===== config.mk =====
export PLATFORM = sky130hd
export DESIGN_NAME = l1_sharer_dir
export DESIGN_NICKNAME = d
export VERILOG_FILES = /design/src/rtl/l1_sharer_dir.sv
export SDC_FILE = /design/constraint.sdc
export NUM_CORES = 1
export LEC_CHECK = 0
export BUFFER_PORTS_ARGS = -buffer_cell sky130_fd_sc_hd__buf_2
export CAP_MARGIN = 15
export CORE_MARGIN = 2
export CORE_UTILIZATION = 63
export DETAILED_ROUTE_END_ITERATION = 12
export PLACE_DENSITY_LB_ADDON = 0.05
export SLEW_MARGIN = 20
export SYNTH_ARGS = -nofsm -noshare
export SYNTH_HDL_FRONTEND = slang
export SYNTH_SLANG_ARGS = --single-unit
export TNS_END_PERCENT = 5

===== constraint.sdc =====
create_clock -name clk -period 2.82 [get_ports clk]
set_clock_uncertainty 0.2 [all_clocks]
set_input_delay 0 -clock clk [delete_from_list [all_inputs] [get_ports clk]]
set_output_delay 0 -clock clk [all_outputs]
set_load 0.05 [all_outputs]

===== src/rtl/l1_sharer_dir.sv =====
module l1_sharer_dir #(
  parameter int NCORES = 8,
  parameter int NLINES = 64,
  localparam int CW = $clog2(NCORES),
  localparam int LW = $clog2(NLINES)
) (
  input  logic              clk,
  input  logic              rst_n,
  input  logic              req_valid,
  input  logic [CW-1:0]     req_core,
  input  logic [LW-1:0]     req_line,
  input  logic [1:0]        req_op,
  output logic              inv_valid,
  output logic [NCORES-1:0] inv_vec,
  output logic              grant_valid,
  output logic [CW-1:0]     grant_core
);

  localparam logic [1:0] OP_LOAD    = 2'd0;
  localparam logic [1:0] OP_STORE   = 2'd1;
  localparam logic [1:0] OP_DROP    = 2'd2;
  localparam logic [1:0] OP_RECLAIM = 2'd3;

  logic [NCORES-1:0] pres [NLINES];
  logic [NCORES-1:0] cur, self, nxt, inv;

  assign cur  = pres[req_line];
  assign self = {{(NCORES-1){1'b0}}, 1'b1} << req_core;

  always_comb begin
    nxt = cur;
    inv = '0;
    case (req_op)
      OP_LOAD:    nxt = cur | self;
      OP_STORE:   begin inv = cur & ~self; nxt = '0; end
      OP_DROP:    nxt = cur & ~self;
      OP_RECLAIM: begin inv = cur; nxt = '0; end
      default:    nxt = cur;
    endcase
  end

  always_ff @(posedge clk or negedge rst_n) begin
    if (!rst_n) begin
      for (int i = 0; i < NLINES; i++) pres[i] <= '0;
      inv_valid   <= 1'b0;
      inv_vec     <= '0;
      grant_valid <= 1'b0;
      grant_core  <= '0;
    end else begin
      inv_valid   <= req_valid && (|inv);
      inv_vec     <= req_valid ? inv : '0;
      grant_valid <= req_valid && (req_op == OP_LOAD);
      grant_core  <= req_valid ? req_core : '0;
      if (req_valid) pres[req_line] <= nxt;
    end
  end

endmodule


# Word level (Yosys, flattened, before mapping)
# Cells that the tools add are included.
dict set report classes {
  n_reduce_logical 6
  n_bitwise 4
  n_mux 10
  n_lt_le_gt_ge 2
  shifts 1
  n_eq_ne 3
}
# cell count
set ops {}
lappend ops {{$bwmux W512} 1}
lappend ops {{$bmux W8 S6} 1}
lappend ops {{$demux W8 S6} 1}
lappend ops {{$mux W8} 4}
lappend ops {{$pmux W8 S3} 1}
lappend ops {{$pmux W8 S2} 1}
lappend ops {{$and A8 B8 Y8} 1}
lappend ops {{$not A8 Y8} 1}
lappend ops {{$or A8 B8 Y8} 1}
lappend ops {{$reduce_or A8 Y1} 1}
lappend ops {{$shl A1 B3 Y8 const A} 1}
lappend ops {{$ge A7 B7 Y1 const B} 1}
lappend ops {{$lt A7 B1 Y1 const B} 1}
lappend ops {{$not A6 Y7} 1}
lappend ops {{$eq A2 B2 Y1 const B} 2}
lappend ops {{$logic_and A1 B1 Y1} 3}
lappend ops {{$mux W3} 1}
lappend ops {{$eq A2 B1 Y1 const B} 1}
lappend ops {{$logic_not A2 Y1} 1}
lappend ops {{$reduce_or A2 Y1} 1}
dict set report totals {
  output_inout_bits 13
  ff_bits 525
  elab_cells 94
  inputBits 14
}

# Logic depth before layout (Yosys ltp)
# Gate-level depths: netlist (run 1).
dict set report logic_depth {
  ltp_word 8
  mapped_depth 15
  depth_no_buf 8
}

# Least setup slack after synthesis (run 1)
# No wires, ideal clock.
dict set report synth_path {
  path_type {input to register}
  from {in req_line[2]}
  to {reg pres[439] in the netlist's numbering}
  arrival_ps 2293
  slack_ps 204
  cell_stages 14
  n_path_buf 6
  required_ps 2497
  setup_time_ps 123
  path_cell_list {buf_2 -> buf_6 -> buf_2 -> buf_2 -> mux2_2 -> a22oi_1 -> o221ai_1 -> a221oi_2 -> nand4_1 -> a21oi_1 -> or2_1 -> buf_6 -> buf_8 -> o21ai_2}
}
dict set report synth_between {
  elab_chain_cells 7
  elab_cells_between_ends 13
  cone_classes {2 x order compare; 7 x mux; 3 x bitwise; 1 x reduce/logical}
}
# item line_no
set synth_lines {}
lappend synth_lines {{from (decl)} 11} ;# input logic [LW-1:0] req_line,
lappend synth_lines {{$not A6 Y7 (implied by the code) (*)} {27, 54}}
lappend synth_lines {{$bmux W8 S6} 27} ;# assign cur = pres[req_line];
lappend synth_lines {{$mux W8 (implied by the code) (2 in a row)} 27}
lappend synth_lines {{$and A8 B8 Y8 / $or A8 B8 Y8 (equally long branches)} {36, 34}}
lappend synth_lines {{$pmux W8 S3} 33} ;# case (req_op)
lappend synth_lines {{$bwmux W512 (*)} 54} ;# if (req_valid) pres[req_line] <= nxt;
lappend synth_lines {{to (signal, indexed assignment)} 54}
lappend synth_lines {{to (decl)} 24} ;# logic [NCORES-1:0] pres [NLINES];
# Mark *: on every way between the ends. The rest lies on a longest branch, timed or not. The select of a mux whose other input is x is not followed.
# A chain may end at the register's enable or synchronous reset.

# Worst setup path after layout (run 1)
dict set report layout_path {
  from {reg pres[494] in the netlist's numbering}
  to {reg pres[158] in the netlist's numbering}
}
dict set report layout_between {
  elab_chain_cells 6
  elab_cells_between_ends 7
  cone_classes {5 x mux; 2 x bitwise}
}
# item line_no
set layout_lines {}
lappend layout_lines {{$bmux W8 S6 (*)} 27}
lappend layout_lines {{$mux W8 (implied by the code) (*) (2 in a row)} 27}
lappend layout_lines {{$and A8 B8 Y8 / $or A8 B8 Y8 (equally long branches)} {36, 34}}
lappend layout_lines {{$pmux W8 S3 (*)} 33}
lappend layout_lines {{$bwmux W512 (*)} 54}
# Marks and branches as above.

==> impl_results.md, run 1 <==
- Outcome: finished with violations
- Failing checks: setup timing
- Post-Route Utilization: 74.6%
- Synth Net Count: about 2,300
- Final setup fails: roughly 180
- Largest net degree at the start of global routing: 93
- Worst setup path class: flop to flop
- Clk Latency, worst-skew pair: 0.63 ns
- Mapped Cells: 2,304
- DIE AREA: ~39,000 µm²
- Clock Path Buffers: 3
- Clk slew on worst S/H paths: 0.06 ns
- Critical Path RT: a little over 3 ns
- Fillers: 2,539
- GP Congestion: 0.962
- WHS Path Cells: 5
- Worst min path class: input port to flop
- DR iter-0 viols: around 1,800
- Worst slew pin tran: roughly 0.78 ns
- Placed cell areas: between 20,000 and 30,000 µm²
- Nets: 2,418
- RSZ-0062 raised after global routing: true
- DRC viols: 0
- Via count: 19,100
- Reg2Reg Depth: 9
- EDFF count, synth: 0
- Total grt overflow: 0
- Share of Yosys cell area claimed by the top area cell type: 56.0%
- Max Cap Violations: 0
- Setup TNS: -6.62 ns
- Critical Path Start Type: flop
- Share of cells above drive strength 1: 19.8%
- HPWL Detailed: 48,600 µm
- Routed wire length: 72,100 µm
- Post-route ant nets: 0
- Row count: 70
- Seq/Total Area, Yosys: 56.0%
- Initial antenna violation count: 4
- PwrDens: 633 nW/µm²
- # IOs: 27
- Die H: 197 µm
- Main synth FF type: dfrtp_1
- Max-slew headroom: 48.0%
- Clock sinks: between 500 and 600
- CTS H-tree depth: 2
- Avg Cell Area, Syn: 10.2 µm²
- Share of flip-flops with an asynchronous set or reset: 100%
- PnR Total Power: 17.3 mW
- Global-route wire length before repair: between 100,000 and 150,000 µm
- Die width: 197 µm
- Cell area after synthesis: 23,500 µm²
- Post-synth top area cell: dfrtp_1
- TritonCTS clock tree: yes
- Pleak: 12.1 nW
- Distinct cell type count of the synthesized netlist: 62
- Total CTS buffers: 53
- Gr usage total: between 30% and 40%
- Routed WL per cell: roughly 25 µm
- TritonRoute pass-1 iters: 8
- Core area: 36,600 µm²
- Max frequency: 341 MHz
- Post-DR vias/cell: 6.55
- Worst vdd ir: 0.563 mV
- Final hold violations: 0
- Placed Cells: 2,798
- Min Hold Slack: 0.0598 ns
- Port bufs: 26
- Synth top area cells: dfrtp_1, nand2_1, o21ai_0, mux4_2, o21ai_2
- Synth Register Bits: 525
- Max Slew Vio Count: 0
- Commonest cells in the synthesized netlist: nand2_1, dfrtp_1, o21ai_0, clkbuf_1
- Fin crit period: 2.93 ns
- Layout Cells excl Fill: 2,909
- CTS root buffer: clkbuf_16
- Crit. End Element: flop
- CP max FO: 32
- Final Cycle Share: 104%
- Synthesis-to-finish area growth: 16.3%
- Starting Density: 64.1%
- YS warnings: 0
- Count leader, synth: nand2_1
- Pre-CTS setup slack: -0.444 ns
- Worst Setup Slack, final: -0.112 ns
- Final Cell Area: around 27,000 µm²
- Vias in the first global route: 18,700
- WP data arrival: 3.20 ns
what timing repair did:
| action | in CTS | in global routing |
|---|---|---|
| pin swaps | 11 | 20 |
| setup buffers | 1 | 5 |
| resized for setup | 61 | 95 |
| cloned | 0 | 4 |
| hold buffers | 10 | 0 |
| hold endpoints to repair | 722 | 0 |
| setup endpoints to repair | 367 | 511 |
state kept, by name, summed over array words and instances (netlist names):
signal	flops
grant_core	3
inv_vec	8
inv_valid	1
grant_valid	1
pres	512
cell usage in the layout, fill, tap and decap left out, types with 10 or more instances in the layout:
cell type	netlist	final
nor2_1	28	25
dfrtp_1	525	525
mux2i_1	50	48
clkbuf_1	122	11
o21ai_2	58	56
a21oi_1	18	17
o21ai_1	39	160
dlygate4sd3_1	0	10
a22oi_1	33	33
o21ai_0	433	311
buf_4	8	159
clkbuf_16	0	58
o22ai_1	17	13
nor3_1	15	15
nand2_1	617	616
buf_2	29	23
a221oi_1	57	53
nand3_1	10	10
nand2b_1	13	13
mux2_2	17	15
mux4_2	58	58
buf_12	6	34
worst max-delay path: stages (launching register included):
cell and delay (ns):
dfrtp_1 0.40, mux4_2 0.47, nand2_1 0.08, a21oi_1 0.08
a2111oi_2 0.40, nand4_1 0.30, a21boi_1 0.25, o21ai_4 0.23
buf_12 0.22, o21ai_0 0.15
cell type report:
cell class	instances	area (µm²)	share of cell area [%]
Sequential cell	525	13100	48.1
Multi-Input combinational cell	1581	9520	34.9
Timing Repair Buffer	238	2280	8.34
Clock buffer	73	1510	5.54
Tap cell	468	586	2.14
Clock inverter	18	249	0.912
Inverter	5	18.8	0.0687
Antenna cell	1	2.50	0.00917
cell families after synthesis:
kind of cell	Yosys count	share of synthesized area [%]
multiplexers	125	8.51
AND/OR/NAND/NOR	742	12.9
buffers and inverters	198	4.22
flip-flops	525	56.0
AO/OA/AOI/OAI	714	18.4
routing by layer:
| metal | track usage, % | wire (µm) |
|---|---|---|
| met2 | 58.3 | 32800 |
| met4 | 14.8 | 3290 |
| met5 | 0 | 24 |
| met1 | 53.6 | 28800 |
| met3 | 8.71 | 7280 |
worst paths after layout:
path                       slack (ns)        start          to
min in group asynchronous        0.33        rst_n   pres[244]
setup / recovery                -0.11    pres[494]   pres[158]
max in group asynchronous        1.04        rst_n   pres[256]
hold / removal                   0.06  req_line[5]  inv_vec[5]
setup reg to reg                -0.11    pres[494]   pres[158]
hold reg to reg                  0.28    pres[276]   pres[276]
power breakdown:
group          internal (mW)  switching [mW]  leakage (nW)
registers               7.94           0.226          7.24
logic                  0.713            1.16          3.97
clock network           4.27            2.96         0.866
Power figures use the tool's default switching activity.
==> inputs of run 2 (changes only) <==
Settings changed: PLACE_DENSITY_LB_ADDON 0.05 to 0.15.
==> impl_results.md, run 2 (synthesis results as in run 1) <==
- Outcome: finished with violations (unchanged)
- Failing checks: setup timing (unchanged)
- Clock Path Buffers: 3 (unchanged)
- Share of cells above drive strength 1: 22.4% (was 19.8%)
- HPWL Detailed: 48,600 µm (about the same)
- Reg2Reg Depth: 12 (was 9)
- TritonCTS clock tree: yes (unchanged)
- TritonRoute pass-1 iters: 7 (was 8)
- Final Cycle Share: 104% (about the same)
- GP Congestion: 1.01 (was 0.962)
- Synthesis-to-finish area growth: 18.4% (was 16.3%)
- # IOs: 27 (unchanged)
- DIE AREA: 38,800 µm² (unchanged)
- Placed Cells: 2,833 (was 2,798)
- Port bufs: 26 (unchanged)
- Multi-input logic area: 9640 µm² (was 9520 µm²)
- Initial antenna violation count: 1 (was 4)
- Global-route wire length before repair: 113,000 µm (was 111,000 µm)
- Total CTS buffers: 52 (was 53)
- Total grt overflow: 0 (unchanged)
- PwrDens: 627 nW/µm² (was 633 nW/µm²)
- Max-slew headroom: 46.6% (was 48.0%)
- Clk slew on worst S/H paths: 0.06 ns (about the same)
- Clock sinks: 525 (unchanged)
- Max Slew Vio Count: 0 (unchanged)
- Die width: 197 µm (unchanged)
- Pleak: 12.4 nW (was 12.1 nW)
- Critical Path Start Type: flop (unchanged)
- HP Start: req_core[1] (was req_line[5])
- Worst Setup Slack, final: -0.110 ns (was -0.112 ns)
- Worst vdd ir: 0.579 mV (was 0.563 mV)
- DR iter-0 viols: 2,077 (was 1,817)
- Critical Path Slowest Stage Cell: mux4_2 (unchanged)
- Routed wire length: 73,200 µm (was 72,100 µm)
- Starting Density: 64.1% (unchanged)
- WHS Path Cells: 5 (unchanged)
- Row count: 70 (unchanged)
- Nets: 2,452 (was 2,418)
- Vias in the first global route: 19,100 (was 18,700)
- Reg area: 13,100 µm² (unchanged)
- Fin crit period: 2.93 ns (about the same)
- Top flop regs: pres (512), inv_vec (8), grant_core (3) (unchanged)
- Final hold violations: 0 (unchanged)
- Commonest non-fill, non-tap cell in the layout: nand2_1 (unchanged)
- Max Cap Violations: 0 (unchanged)
- Crit. End Element: flop (unchanged)
- Layout Cells excl Fill: 2,948 (was 2,909)
- Worst slew pin tran: 0.800 ns (was 0.777 ns)
- DRC viols: 0 (unchanged)
- Core area: 36,600 µm² (unchanged)
- Post-route ant nets: 0 (unchanged)
- Largest net degree at the start of global routing: 91 (was 93)
- Post-DR vias/cell: 6.52 (was 6.55)
- Critical Path RT: 3.08 ns (about the same)
- Worst r2r src: pres[37] (was pres[494])
- Max reg flops: 512 (unchanged)
- Max frequency: 341 MHz (about the same)
- Via count: 19,200 (was 19,100)
- RSZ-0062 raised after global routing: true (unchanged)
- Routed WL per cell: 24.8 µm (about the same)
- Commonest non-fill, non-tap cells in the layout: nand2_1, dfrtp_1, o21ai_0, buf_4, o21ai_1 (was nand2_1, dfrtp_1, o21ai_0, o21ai_1, buf_4)
- R2r endpoint: pres[149] (was pres[158])
- Gr usage total: 38.6% (was 38.0%)
- Post-Route Utilization: 75.9% (was 74.6%)
- Worst Hold Endpoint: pres[355] (was inv_vec[5])
- Crit path largest cell delay: 0.47 ns (about the same)
- Largest reg by FF count: pres (unchanged)
- Worst setup path class: flop to flop (unchanged)
- Crit path cell chain: mux4_2 > mux2i_1 > buf_4 > o22ai_4 > a211oi_4 > nand4_1 > buf_6 > o21ai_2 > a21o_2 > buf_12 > clkbuf_16 > o21ai_1 (was mux4_2 > nand2_1 > a21oi_1 > a2111oi_2 > nand4_1 > a21boi_1 > o21ai_4 > buf_12 > o21ai_0)
- Worst min path class: input port to flop (unchanged)
- Clk Latency, worst-skew pair: 0.61 ns (was 0.63 ns)
- CP max FO: 8 (was 32)
- CTS root buffer: clkbuf_16 (unchanged)
- CTS H-tree depth: 2 (unchanged)
- Flop-to-flop setup slack: -0.11 ns (about the same)
- WP data arrival: 3.19 ns (was 3.20 ns)
- Die H: 197 µm (unchanged)
- Final setup fails: 104 (was 183)
- Fillers: 2,429 (was 2,539)
run 2: layer usage:
| layer | part of all wire (%) | global-route usage, % | vias to the layer above |
|---|---|---|---|
| met2 | 46 | 59.7 | 1085 |
| li1 | - | - | 8397 |
| met5 | 0 | 0 | - |
| met4 | 4.4 | 16.0 | 0 |
| met1 | 39 | 53.4 | 9536 |
| met3 | 10 | 8.83 | 216 |
run 2: worst max-delay path: cells and delay by family, from the launching register on:
family,cells,cell delay (ns)
multiplexers,2,0.63
AND/OR/NAND/NOR,1,0.15
AO/OA/AOI/OAI,5,0.68
buffers and inverters,4,0.72
flip-flops,1,0.39
run 2: how the worst max path moves through the flow:
stage	start	to	slack, ns	depth (start not counted)
floorplan	req_line[2]	pres[439]	0.20	14
global placement	req_line[0]	pres[53]	-0.55	13
detailed placement	req_line[0]	pres[69]	-0.57	12
CTS	pres[454]	pres[230]	-0.04	9
global route	pres[5]	pres[333]	-0.20	12
finish	pres[37]	pres[149]	-0.11	12
run 2: through the flow:
stage / setup TNS (ns) / worst slack (ns) / total power [mW] / cell area, µm² / hold slack, ns
global placement: -150.53 / -0.546 / 9.98 / 25500 / -0.0960
CTS: -0.253 / -0.0440 / 17.3 / 27400 / 0.00354
detailed placement: -160.75 / -0.568 / 10.0 / 25500 / -0.100
finish: -5.47 / -0.110 / 17.4 / 27800 / 0.0480
floorplan: 0 / 0.204 / 9.18 / 23500 / -0.496
global route: -15.32 / -0.204 / 18.0 / 27800 / 0.0638
run 2: cell type report:
type / count / share of cell area [%]
timing repair buffer: 273 / 9.31
clock inverter: 22 / 1.12
tap: 468 / 2.11
sequential: 525 / 47.3
clock buffer: 73 / 5.40
inverter: 5 / 0.0675
antenna: 1 / 0.00901
multi-input combinational: 1581 / 34.7
run 2: power breakdown:
part | internal [mW] | total (mW) | leakage, nW | switching, mW
Combinational | 0.739 | 1.92 | 4.22 | 1.19
Sequential | 7.94 | 8.16 | 7.24 | 0.226
Clock | 4.35 | 7.34 | 0.896 | 2.98
Total | 13.0 | 17.4 | 12.4 | 4.40
run 2: what timing repair did:
| action | in CTS | in global routing |
|---|---|---|
| cloned | 0 | 6 |
| endpoints found under the hold margin | 706 | 0 |
| gates resized for setup | 11 | 118 |
| hold buffers | 11 | 0 |
| pin swaps | 3 | 19 |
| setup buffers | 1 | 1 |
| setup endpoints to repair | 247 | 429 |
